**src/rtl/sofwd_pkg.sv**
```systemverilog
package sofwd_pkg;
    // Width of the software-visible count and status words
    localparam int REG_W = 16;

    // Sticky timeout flag states
    typedef enum logic [0:0] {
        FLG_QUIET = 1'b0,
        FLG_ALERT = 1'b1
    } flag_state_t;
endpackage

```
**src/rtl/sofwd_counter.sv**
```systemverilog
module sofwd_counter #(
    parameter int CNT_W       = 14,
    parameter int RESET_COUNT = 12000
) (
    input  logic             clk,
    input  logic             rst_n,
    input  logic             tick,
    input  logic             mark,
    input  logic             reload_we,
    input  logic [CNT_W-1:0] reload_in,
    output logic [CNT_W-1:0] count,
    output logic             expire
);
    localparam logic [CNT_W-1:0] INIT_VAL = CNT_W'(RESET_COUNT);

    logic [CNT_W-1:0] reload_q;
    logic [CNT_W-1:0] count_q;

    // Timeout event: a tick arrives while the count is already at zero
    assign expire = tick && !mark && (count_q == '0);
    assign count  = count_q;

    always_ff @(posedge clk or negedge rst_n) begin
        if (!rst_n) begin
            reload_q <= INIT_VAL;
        end else if (reload_we) begin
            reload_q <= reload_in;
        end
    end

    // Priority: marker reload, then expiry reload, then decrement
    always_ff @(posedge clk or negedge rst_n) begin
        if (!rst_n) begin
            count_q <= INIT_VAL;
        end else if (mark) begin
            count_q <= reload_q;
        end else if (tick) begin
            if (count_q == '0) begin
                count_q <= reload_q;
            end else begin
                count_q <= count_q - 1'b1;
            end
        end
    end

    a_r1_decrement: assert property (@(posedge clk) disable iff (!rst_n)
        (tick && !mark && count_q != '0) |=> (count_q == $past(count_q) - 1'b1));

    a_r1_hold: assert property (@(posedge clk) disable iff (!rst_n)
        (!tick && !mark) |=> $stable(count_q));

    a_r4_mark_reload: assert property (@(posedge clk) disable iff (!rst_n)
        mark |=> (count_q == $past(reload_q)));

    a_r3_expire_reload: assert property (@(posedge clk) disable iff (!rst_n)
        expire |=> (count_q == $past(reload_q)));
endmodule

```
**src/rtl/sofwd_status.sv**
```systemverilog
module sofwd_status
    import sofwd_pkg::*;
#(
    parameter int FRAME_W = 11,
    parameter int TALLY_W = 3
) (
    input  logic               clk,
    input  logic               rst_n,
    input  logic               expire,
    input  logic               mark,
    input  logic               sof_fs,
    input  logic [FRAME_W-1:0] frame_in,
    input  logic               ie,
    input  logic               clr,
    output logic               flag,
    output logic [TALLY_W-1:0] tally,
    output logic [FRAME_W-1:0] frame
);
    localparam logic [TALLY_W-1:0] TALLY_MAX = {TALLY_W{1'b1}};

    flag_state_t state_q, state_d;
    logic [TALLY_W-1:0] tally_q;
    logic [FRAME_W-1:0] frame_q;

    // State register
    always_ff @(posedge clk or negedge rst_n) begin
        if (!rst_n) begin
            state_q <= FLG_QUIET;
        end else begin
            state_q <= state_d;
        end
    end

    // Transitions: raise (QUIET->ALERT), acknowledge (ALERT->QUIET)
    always_comb begin
        state_d = state_q;
        unique case (state_q)
            FLG_QUIET: if (expire)         state_d = FLG_ALERT;
            FLG_ALERT: if (clr && !expire) state_d = FLG_QUIET;
            default:                       state_d = FLG_QUIET;
        endcase
    end

    // Outputs
    always_comb begin
        flag  = (state_q == FLG_ALERT);
        tally = tally_q;
        frame = frame_q;
    end

    always_ff @(posedge clk or negedge rst_n) begin
        if (!rst_n) begin
            tally_q <= '0;
        end else if (ie) begin
            if (mark) begin
                tally_q <= '0;
            end else if (expire && tally_q != TALLY_MAX) begin
                tally_q <= tally_q + 1'b1;
            end
        end
    end

    always_ff @(posedge clk or negedge rst_n) begin
        if (!rst_n) begin
            frame_q <= '0;
        end else if (sof_fs) begin
            frame_q <= frame_in;
        end
    end

    a_r7_flag_sticky: assert property (@(posedge clk) disable iff (!rst_n)
        (flag && !clr) |=> flag);

    a_r7_expire_sets: assert property (@(posedge clk) disable iff (!rst_n)
        expire |=> flag);

    a_r8_saturate: assert property (@(posedge clk) disable iff (!rst_n)
        (tally_q == TALLY_MAX && !mark) |=> (tally_q == TALLY_MAX));

    a_r8_ie_freeze: assert property (@(posedge clk) disable iff (!rst_n)
        !ie |=> $stable(tally_q));

    a_r9_frame_hold: assert property (@(posedge clk) disable iff (!rst_n)
        !sof_fs |=> $stable(frame_q));
endmodule

```
**src/rtl/sofwd_monitor.sv**
```systemverilog
module sofwd_monitor
    import sofwd_pkg::*;
#(
    parameter int CNT_W       = 14,
    parameter int FRAME_W     = 11,
    parameter int TALLY_W     = 3,
    parameter int RESET_COUNT = 12000
) (
    input  logic               clk,
    input  logic               rst_n,
    input  logic               tick,
    input  logic               sof_stb,
    input  logic [FRAME_W-1:0] sof_frame,
    input  logic               eop_stb,
    input  logic               low_speed,
    input  logic               tmo_ie,
    input  logic               reload_we,
    input  logic [REG_W-1:0]   reload_wdata,
    input  logic               flag_clr,
    output logic [REG_W-1:0]   count_rd,
    output logic [REG_W-1:0]   status_rd,
    output logic               irq
);
    localparam int CNT_PAD = REG_W - CNT_W;
    localparam int ST_PAD  = REG_W - 1 - TALLY_W - FRAME_W;

    logic               mark;
    logic               sof_fs;
    logic               expire;
    logic [CNT_W-1:0]   count;
    logic               flag;
    logic [TALLY_W-1:0] tally;
    logic [FRAME_W-1:0] frame;
    logic               unused_hi;

    assign mark      = sof_stb || eop_stb;
    assign sof_fs    = sof_stb && !low_speed;
    assign unused_hi = ^reload_wdata[REG_W-1:CNT_W];

    sofwd_counter #(
        .CNT_W       (CNT_W),
        .RESET_COUNT (RESET_COUNT)
    ) i_counter (
        .clk       (clk),
        .rst_n     (rst_n),
        .tick      (tick),
        .mark      (mark),
        .reload_we (reload_we),
        .reload_in (reload_wdata[CNT_W-1:0]),
        .count     (count),
        .expire    (expire)
    );

    sofwd_status #(
        .FRAME_W (FRAME_W),
        .TALLY_W (TALLY_W)
    ) i_status (
        .clk      (clk),
        .rst_n    (rst_n),
        .expire   (expire),
        .mark     (mark),
        .sof_fs   (sof_fs),
        .frame_in (sof_frame),
        .ie       (tmo_ie),
        .clr      (flag_clr),
        .flag     (flag),
        .tally    (tally),
        .frame    (frame)
    );

    assign count_rd  = {{CNT_PAD{1'b0}}, count};
    assign status_rd = {flag, tally, {ST_PAD{1'b0}}, frame};
    assign irq       = flag && tmo_ie;

    a_r10_irq_masked: assert property (@(posedge clk) disable iff (!rst_n)
        !tmo_ie |-> !irq);

    a_r6_reserved_zero: assert property (@(posedge clk) disable iff (!rst_n)
        status_rd[FRAME_W] == 1'b0);
endmodule

```
**config.mk**
```make
export PLATFORM = sky130hd
export DESIGN_NAME = sofwd_monitor
export DESIGN_NICKNAME = d
export VERILOG_FILES = /design/src/rtl/sofwd_pkg.sv /design/src/rtl/sofwd_counter.sv /design/src/rtl/sofwd_status.sv /design/src/rtl/sofwd_monitor.sv
export SDC_FILE = /design/constraint.sdc
export NUM_CORES = 1
export LEC_CHECK = 0
export BUFFER_PORTS_ARGS = -buffer_cell sky130_fd_sc_hd__buf_4
export CAP_MARGIN = 30
export CORE_ASPECT_RATIO = 0.7
export CORE_UTILIZATION = 42
export DETAILED_ROUTE_END_ITERATION = 6
export PLACE_DENSITY = 0.67
export SYNTH_ARGS = -nofsm -noshare
export SYNTH_HDL_FRONTEND = slang
export SYNTH_HIERARCHICAL = 1
export SYNTH_SLANG_ARGS = --single-unit
```
**constraint.sdc**
```tcl
create_clock -name clk -period 4.5 [get_ports clk]
set_input_delay 0.9 -clock clk [delete_from_list [all_inputs] [get_ports clk]]
set_output_delay 0.9 -clock clk [all_outputs]
set_load 0.005 [all_outputs]
```
# Word-level counts from Yosys, hierarchy flattened
# Index checks and enable logic that the tools add are counted.
# Widths: inputs -> output; s select.
# op_classes
mux	8
n_addsub	2
n_eq_ne	1
bitwise_logic	1
n_reduce_logical	14
# op_table
cell	n
$mux 14	3
$logic_not 14->1	1
$sub 14x1->14 const B	1
$logic_and 1x1->1	6
$mux 3	2
$reduce_bool 2->1	2
$add 3x1->3 const B	1
$logic_not 1->1	3
$ne 3x3->1 const B	1
$mux 1	2
$pmux 1 s2	1
$reduce_and 2->1	1
$logic_or 1x1->1	1
$not 1->1	1
# word_totals
elab_cells	31
output_inout_bits	33
in_bits	36
ff_bits	43

# Depth between registers and ports, before layout
# Gate-level depths: netlist of the first run.
# depth
ltp_word	8
depth_mapped	7
ltp_nobuf	7

# Cells and area by module
# Netlist of the first run, hierarchy kept.
# by_module_without_submodules
module	seq_area_each_um2	area_per_inst_um2	instances	cells_each
sofwd_counter	718.2	1515.2	1	140
sofwd_status	375.4	623.1	1	43
sofwd_monitor	0.0	52.6	1	8

# Least setup slack after synthesis of the first run
# No wires, ideal clock.
# synth_timing
path_kind	in2reg
startpoint	input eop_stb
endpoint	register i_status.tally_q[0] (netlist: i_status/tally[0])
setup_ns	0.121
required_ns	4.379
arrival_time_ns	2.163
cell_stages	6
path_buffers	1
setup_slack_ns	2.216
cell_sequence	or2_1 > clkbuf_1 > nor3_1 > nor2b_1 > o21ai_0 > a22o_2
# synth_between
elab_chain_cells	7
elab_cells_between_ends	8
cone_classes	mux: 1; reduce/logical: 7
# synth_rtl
element	line_no	rtl
start, declared	sofwd_monitor.sv:14	input logic eop_stb,
$logic_or 1x1->1	sofwd_monitor.sv:36	assign mark = sof_stb || eop_stb;
$logic_not 1->1	sofwd_counter.sv:20	assign expire = tick && !mark && (count_q == '0);
$logic_and 1x1->1 (2 in series)	sofwd_counter.sv:20	
via expire	sofwd_monitor.sv:29	logic expire;
$logic_and 1x1->1	sofwd_status.sv:57	end else if (expire && tally_q != TALLY_MAX) begin
$reduce_bool 2->1 (no line)	-	
$reduce_and 2->1 (no line)	-	
end signal, assigned	sofwd_status.sv:58	tally_q <= tally_q + 1'b1;
end, declared	sofwd_status.sv:22	logic [TALLY_W-1:0] tally_q;
# The timed path passes the listed nets, and every way through them passes these cells.
# A chain may end at the register's enable or synchronous reset.

# Final worst setup path of the first run
# layout_timing
startpoint	input sof_stb
endpoint	register i_counter.count_q[8] (netlist: i_counter/count[8])
# layout_between
elab_chain_cells	2
elab_cells_between_ends	3
cone_classes	mux: 1; reduce/logical: 2
# layout_rtl
element	line_no	rtl
start, declared	sofwd_monitor.sv:12	input logic sof_stb,
$logic_or 1x1->1 *	sofwd_monitor.sv:36	
via mark	sofwd_monitor.sv:27	logic mark;
$mux 14 or $reduce_bool 2->1 (tied branches)	-	
end signal, assigned	sofwd_counter.sv:36	count_q <= reload_q;
end signal, assigned	sofwd_counter.sv:39	count_q <= reload_q;
end signal, assigned	sofwd_counter.sv:41	count_q <= count_q - 1'b1;
end, declared	sofwd_counter.sv:17	logic [CNT_W-1:0] count_q;
# Mark *: on every way through the listed nets, which the timed path passes. The rest lies on a longest branch.

==> results_dict.tcl, run 1 <==
set metrics [dict create \
    status "complete, no violations" \
    maxSlewHeadroom_pct 50.8 \
    routed_wl_um 4840 \
    max_freq_mhz 414 \
    wl_per_cell_um 14.9 \
    clkTransAtPathRegs_ps 80 \
    avgSynthCellArea_um2 11.5 \
    die_area_mm2 0.00551 \
    cts_buffers 5 \
    timing.rr.start "i_counter/count[8]" \
    grt_max_degree 44 \
    post_cts_buffers 0 \
    vias 1726 \
    ant_nets 0 \
    arrival_ps 2610 \
    rows 21 \
    nFillCells 449 \
    clock_latency_ps 290 \
    drc_errors 0 \
    rsz0062_at_grt "false" \
    die_x_um 88.3 \
    ff2ff_setup_slack_ps 2320 \
    port_buffers 63 \
    cts_max_level 2 \
    grt_antenna_before_repair 0 \
    clock-sinks 43 \
    cp-end-kind "register" \
    r2r_end "i_status/tally[0]" \
    dpl_cell_area_mm2 0.00270 \
    yosysMostFrequentCell "dfrtp_1" \
    hold_path_depth 1 \
    yosys.area_share.simple_pct 17.1 \
    synth_top_family_by_area "simple AND/OR/NAND/NOR gates" \
    gp_congestion 0.855 \
    vdd_drop_max_mv 0.188 \
    crit_type "primary input to register" \
    synth_ff_type "dfrtp_1" \
    min_from "i_counter/reload_q[12]" \
    async_reset_ff_share_pct 100 \
    grt_use_total_pct 19.5 \
    drive_above_1_share_pct 46.5 \
    syn_to_final_growth_pct 27.5 \
    ys_ff_latch 43 \
    hold_viol_final 0 \
    power.density_mw_per_mm2 335 \
    diodes 0 \
    ioPinCount 69 \
    required_ps 4690 \
    overflow 0 \
    ctsResizeCount 0 \
    netlist.area_leader.share_pct 33.1 \
    p_total_w 0.000937 \
    first_global_vias 1610 \
    grt_pass1_wl_um 8150 \
    cts_root_buf "clkbuf_8" \
    fin_area_mm2 0.00279 \
    synth.distinct_cells 54 \
    finalCritPeriodShare_pct 53.7 \
    holdWs_ps 513 \
    fin_skew_ps 9.05 \
    synthXorXnorAreaFrac_pct 0.400 \
    synth-compound-area-share_pct 13.5 \
    drtPass1Iterations 4 \
    final.setup.tns_ps 0 \
    tightest_slew_ps 738 \
    drv_cap 0 \
    start_util_pct 44.8 \
    synth_common_cells "29 x dfrtp_1, 25 x mux2_2, 16 x nand2_1, 14 x dfstp_2, 9 x inv_1" \
    worst-path-max-fanout 20 \
    synth.area.mux_share_pct 12.8 \
    synth_top_cell_by_area "dfrtp_1" \
    slew_viol_final 0 \
    min_to "i_counter/reload_q[12]" \
    syn_area_mm2 0.00219 \
    hold_path.class "register to register" \
    synth_warnings 6 \
    setup_viol 0 \
    leakage_nw 1.22 \
    yosys-top-cells-area "dfrtp_1 33%, dfstp_2 17%, mux2_2 13%" \
    synth_edf_count 0 \
    finalNetCount 294 \
    synth_cells 191 \
    place_hpwl_um 3600 \
    fp.dieH_um 62.4 \
    fp.coreArea_mm2 0.00489 \
    min_period_ps 2420 \
    ff2ff_path_depth 6 \
    vias_per_cell 5.31 \
    crit_path_start_kind "primary input" \
    drt-initial-drc-count 134 \
    synth.yosys.seq_area_share_pct 49.9 \
    synth_fa_ha_area_share_pct 1.71 \
    clockBufferDepth 2 \
    hold_buffers 0 \
    cts_tree "done" \
]
## per-layer routing
layer | vias up | track usage (%) | share of wire, %
li1 | 838 | - | -
met5 | - | 0 | 0
met1 | 831 | 31.4 | 50
met4 | 0 | 5.44 | 0.93
met3 | 5 | 4.76 | 7.8
met2 | 52 | 25.5 | 41
## layout make-up
cell class	count	area, µm²	area share, %
well taps	69	86.3	3.09
repair buffers	64	480	17.2
inverters	10	37.5	1.34
multi-input cells	131	1010	36.2
clock buffers	6	72.6	2.60
clock inverters	2	12.5	0.448
flip-flops and latches	43	1090	39.1
## how the worst max path moves through the flow
stage	cells past startpoint	end	start
after floorplan	6	i_status/tally[0]	eop_stb
after global placement	5	i_counter/count[8]	sof_stb
after detailed placement	5	i_counter/count[8]	sof_stb
after CTS	5	i_counter/count[8]	sof_stb
after global routing	5	i_counter/count[8]	sof_stb
final	5	i_counter/count[8]	sof_stb
## critical path: stages
cell,delay [ps]
buf_4,80
or2_1,570
clkinv_1,500
a22o_1,320
a221oi_1,230
## cells by family after synthesis
kind of cell    count (synthesis)
simple gates                   61
flops                          43
compound gates                 38
mux                            25
buf+inv                        19
fa+ha+maj                       3
other cells                     1
xor+xnor                        1
## state kept, by name (all words and copies together), names as in the netlist
name / cells
i_counter/count: 14
i_counter/reload_q: 14
i_status/frame: 11
i_status/tally: 3
i_status/flag: 1
## power by group
| part | switching (W) | leakage, nW | internal, W | total [W] |
|---|---|---|---|---|
| Clock | 0.000130 | 0.0412 | 0.000109 | 0.000239 |
| Combinational | 0.0000867 | 0.685 | 0.000117 | 0.000203 |
| Sequential | 0.0000508 | 0.496 | 0.000443 | 0.000494 |
## placed cells by master, fill, tap and decap left out, types with 3 or more instances in the layout
master and count:
nand2_1 16, nor2b_1 3, o211ai_1 5, ha_1 3, nand3_1 5, nor3_1 3, nor2_1 8, o21ai_0 4
conb_1 3, and2_1 4, clkbuf_8 5, buf_4 64, a31oi_1 3, dfrtp_1 29, nand4_1 7, o311ai_0 4
inv_1 9, dfstp_2 14, mux2_2 25
## metrics by stage
stage                     util, %  setup slack (ps)  cells
after detailed placement     55.3              1790    316
final                        57.2              2080    325
after floorplan                 -              2220    193
after global placement       55.3              1810    316
after CTS                    57.0              2070    324
after global routing         57.2              1930    325
Note: power is estimated with default switching activity, not from simulation.
==> run 2, diff against run 1 <==
clock period = 2.5 ns   (was 4.5 ns; I/O delays follow)
==> run 2 against run 1 <==
  * Worst hold slack got worse by 340 ps
  * Sequential cell count did not move
  * Design area rose by 2.3%
  * Sequential share of layout area down 0.89 points
  * Largest power group unchanged
  * Power grew 93%
  * Critical endpoint is now i_status/tally[0]
  * Via count rose by 3.2%
  * Utilization up 1.3 points
  * Clock power rose by 120%
==> results_dict.tcl, run 2 (synthesis results as in run 1) <==
set metrics [dict create \
    finalNetCount 299 \
    cts_buffers 5 \
    tightest_slew_ps 568 \
    max_freq_mhz 475 \
    final.setup.tns_ps 0 \
    ant_nets 0 \
    port_buffers 63 \
    cp-end-kind "register" \
    grt_antenna_before_repair 0 \
    clock_latency_ps 290 \
    routed_wl_um 4960 \
    grt_use_total_pct 19.8 \
    drt-initial-drc-count 162 \
    place_hpwl_um 3680 \
    vdd_drop_max_mv 0.386 \
    power.density_mw_per_mm2 632 \
    grt_pass1_wl_um 8320 \
    overflow 0 \
    max_stage_delay_ps 430 \
    required_ps 2690 \
    die_area_mm2 0.00551 \
    drv_cap 0 \
    layout_commonest_cell "buf_4" \
    fin_skew_ps 3.82 \
    cts_max_level 2 \
    post_cts_buffers 0 \
    wl_per_cell_um 15.0 \
    clock-sinks 43 \
    drtPass1Iterations 4 \
    arrival_ps 2290 \
    nFillCells 443 \
    maxSlewHeadroom_pct 61.6 \
    drc_errors 0 \
    first_global_vias 1641 \
    crit_chain "nor2_1 -> nand2_1 -> nor3_1 -> nor2b_1 -> o21ai_0 -> a22o_2" \
    ioPinCount 69 \
    rows 21 \
    slew_viol_final 0 \
    cp_slowest_cell "dfrtp_1" \
    vias_per_cell 5.40 \
    hold_path.class "primary input to asynchronous set/reset pin" \
    start_util_pct 44.8 \
    cts_tree "done" \
    ctsResizeCount 0 \
    leakage_nw 1.26 \
    worst-path-max-fanout 8 \
    clkTransAtPathRegs_ps 80 \
    min_period_ps 2110 \
    gp_congestion 0.862 \
    diodes 0 \
    crit_path_start_kind "register" \
    fp.dieH_um 62.4 \
    fp.coreArea_mm2 0.00489 \
    hold_viol_final 0 \
    final_cell_mix "69 x buf_4, 29 x dfrtp_1, 25 x mux2_2" \
    hold_buffers 0 \
    fin_util_pct 58.5 \
    drive_above_1_share_pct 47.9 \
    rsz0062_at_grt "false" \
    setup_viol 0 \
    crit_type "register to register" \
    clockBufferDepth 2 \
    vias 1782 \
    cts_root_buf "clkbuf_8" \
    die_x_um 88.3 \
    syn_to_final_growth_pct 30.5 \
    finalCritPeriodShare_pct 84.3 \
    grt_max_degree 44 \
    status "complete, no violations" \
]
## run 2: final timing paths
path	start	to	slack (ps)	depth (start not counted)
setup reg to reg	i_counter/count[12]	i_status/tally[0]	390	6
hold / removal	rst_n	i_counter/count[4]	170	1
max in group asynchronous	rst_n	i_counter/reload_q[13]	1950	1
hold reg to reg	i_counter/reload_q[6]	i_counter/count[6]	490	2
min in group clk	reload_wdata[8]	i_counter/reload_q[8]	410	3
setup / recovery	i_counter/count[12]	i_status/tally[0]	390	6
## run 2: layer usage
layer	vias up	share of wire (%)	GRT usage, %
li1	850	-	-
met1	861	50	31.5
met2	67	41	25.2
met3	4	8.4	5.68
met4	0	0.77	6.25
met5	-	0	0
## run 2: where the power goes
group,internal (W),switching (W),leakage (nW)
clock,0.000297,0.000238,0.0581
combinational,0.000218,0.000161,0.710
sequential,0.000798,0.0000931,0.496
total,0.00131,0.000492,1.26
## run 2: final cells by class
type	count	area, µm²	area share, %
Sequential cell	43	1090	38.2
Multi-Input combinational cell	131	1010	35.4
Timing Repair Buffer	69	518	18.1
Tap cell	69	86.3	3.02
Clock buffer	5	68.8	2.41
Clock inverter	3	43.8	1.53
Inverter	10	37.5	1.31
## run 2: through the flow
step	std cells	setup slack, ps	hold WS (ps)	total power [W]	area (µm²)
after floorplan	193	616	204	0.00108	2200
after global placement	322	489	479	0.00127	2750
after detailed placement	322	484	482	0.00128	2750
after CTS	330	449	200	0.00183	2860
after global routing	330	254	216	0.00191	2860
final	330	393	171	0.00181	2860
## run 2: worst max-delay path, delay by kind of cell, from the launching register on
kind / cells / cell delay (ps)
AO/OA/AOI/OAI: 2 / 270
AND/OR/NAND/NOR: 4 / 1290
flip-flops: 1 / 430
==> run 3, diff against run 2 <==
PLACE_DENSITY = 0.69   (was 0.67)
clock period = 1.8 ns   (was 2.5 ns; I/O delays follow)
==> run 3 against run 2 <==
  * Routed wire length up 12%
  * Non-clock buffer count up 29
  * Die area unchanged
  * Utilization up 4.4 points
  * Sequential cell count unchanged
  * Clock power up 19%
  * Cell count up 8.8%
  * Via count up 6.9%
  * Combinational power up 69%
  * Critical path depth up 1
  * Setup slack worse by 330 ps
  * Critical endpoint is now i_status/tally[2]
==> results_dict.tcl, run 3 (synthesis results as in run 1) <==
set metrics [dict create \
    max_freq_mhz 576 \
    rsz0062_at_grt "true" \
    arrival_ps 1940 \
    worst-path-max-fanout 7 \
    crit_chain "nor4_4 -> nand2_1 -> nor3_2 -> buf_4 -> and3b_2 -> a22oi_1 -> o22ai_1" \
    fin_skew_ps 5.40 \
    hold_viol_final 0 \
    fin_util_pct 62.9 \
    comb_power_share_pct 25.8 \
    grt_pass1_wl_um 8800 \
    overflow 0 \
    diodes 0 \
    max_stage_delay_ps 420 \
    crit_type "register to register" \
    leakage_nw 1.39 \
    p_switching_w 0.000737 \
    drive_above_1_share_pct 54.8 \
    fp.dieH_um 62.4 \
    cp-end-kind "register" \
    finalNetCount 328 \
    grt_max_degree 44 \
    hold_buffers 0 \
    vdd_drop_max_mv 0.432 \
    syn_to_final_growth_pct 40.3 \
    drc_errors 0 \
    grt_use_total_pct 21.3 \
    routed_wl_um 5540 \
    slew_viol_final 0 \
    finalCritPeriodShare_pct 96.4 \
    vias 1905 \
    status "complete, no violations" \
    fp.coreArea_mm2 0.00489 \
    clockBufferDepth 2 \
    min_period_ps 1730 \
    cts_buffers 5 \
    drv_cap 0 \
    drt-initial-drc-count 86 \
    port_buffers 63 \
    die_x_um 88.3 \
    layout_commonest_cell "buf_4" \
    wl_per_cell_um 15.4 \
    final_cell_mix "98 x buf_4, 27 x dfrtp_1, 25 x mux2_2" \
    start_util_pct 44.8 \
    die_area_mm2 0.00551 \
    gp_congestion 0.885 \
    ant_nets 0 \
    crit_path_start_kind "register" \
    cts_max_level 2 \
    first_global_vias 1752 \
    drtPass1Iterations 4 \
    maxSlewHeadroom_pct 64.6 \
    final.setup.tns_ps 0 \
    seq_power_share_pct 48.7 \
    setup_viol 0 \
    ioPinCount 69 \
    clock-sinks 43 \
    cp_slowest_cell "dfstp_2" \
    vias_per_cell 5.31 \
    rows 21 \
    place_hpwl_um 4200 \
    cts_tree "done" \
    clock_latency_ps 300 \
    tightest_slew_ps 532 \
    power.density_mw_per_mm2 813 \
    clkPwrFrac_pct 25.6 \
    ff2ff_setup_slack_ps 70 \
    clkTransAtPathRegs_ps 90 \
    hold_path.class "primary input to asynchronous set/reset pin" \
    grt_antenna_before_repair 0 \
    required_ps 2010 \
    internal_power_w 0.00176 \
    cts_root_buf "clkbuf_8" \
    p_sw_share_pct 29.5 \
]
[run 3: final timing paths]
check,start,end,cells after the start
hold / removal,rst_n,i_status/tally[1],1
hold reg to reg,i_counter/reload_q[7],i_counter/count[7],2
min in group clk,reload_wdata[8],i_counter/reload_q[8],3
setup reg to reg,i_counter/count[9],i_status/tally[2],7
max in group asynchronous,rst_n,i_counter/count[2],1
setup / recovery,i_counter/count[9],i_status/tally[2],7
[run 3: stage by stage]
stage / instances / power (W) / cell area, µm² / hold WS [ps] / worst slack [ps]
after floorplan: 193 / 0.00149 / 2200 / 64.4 / 17.2
after global placement: 348 / 0.00185 / 2940 / 385 / -23.5
after detailed placement: 348 / 0.00186 / 2940 / 383 / -89.3
after CTS: 357 / 0.00252 / 3050 / 54.7 / 46.9
after global routing: 359 / 0.00263 / 3070 / 67.6 / -38.1
final: 359 / 0.00250 / 3070 / 29.1 / 65.1
[run 3: power groups by stage]
stage	Clock [W]	Sequential [W]	Combinational, W
4_1_cts	0.000661	0.00121	0.000642
3_3_place_gp	0	0.00122	0.000622
5_1_grt	0.000695	0.00124	0.000700
2_1_floorplan	0	0.00123	0.000259
3_5_place_dp	0	0.00123	0.000636
6_report	0.000639	0.00122	0.000644
[run 3: layout make-up]
type                       count  area [µm²]
clock buffer                   5        68.8
timing repair buffer          98         736
multi-input combinational    131        1030
sequential                    43        1100
clock inverter                 3        23.8
inverter                      10        37.5
tap                           69        86.3
fill                         435        1810
[run 3: metal layers]
metal  routed length, µm  global-route usage (%)  up-vias
li1                    -                       -      907
met1                2590                    31.4      933
met2                2430                    31.1       61
met3                 469                    5.02        4
met4                  44                    6.25        0
met5                   0                       0        -
[run 3: critical path, delay by kind of cell, from the launching register on]
| family | cells | cell delay (ps) |
|---|---|---|
| compound gates | 2 | 250 |
| buf+inv | 1 | 150 |
| flops | 1 | 420 |
| simple gates | 4 | 820 |
[run 3: what timing repair did]
| action | in CTS | in global routing |
|---|---|---|
| pin swaps | 0 | 4 |
| gates resized for setup | 3 | 5 |
| buffers inserted | 1 | 2 |
| setup endpoints to repair | 3 | 10 |
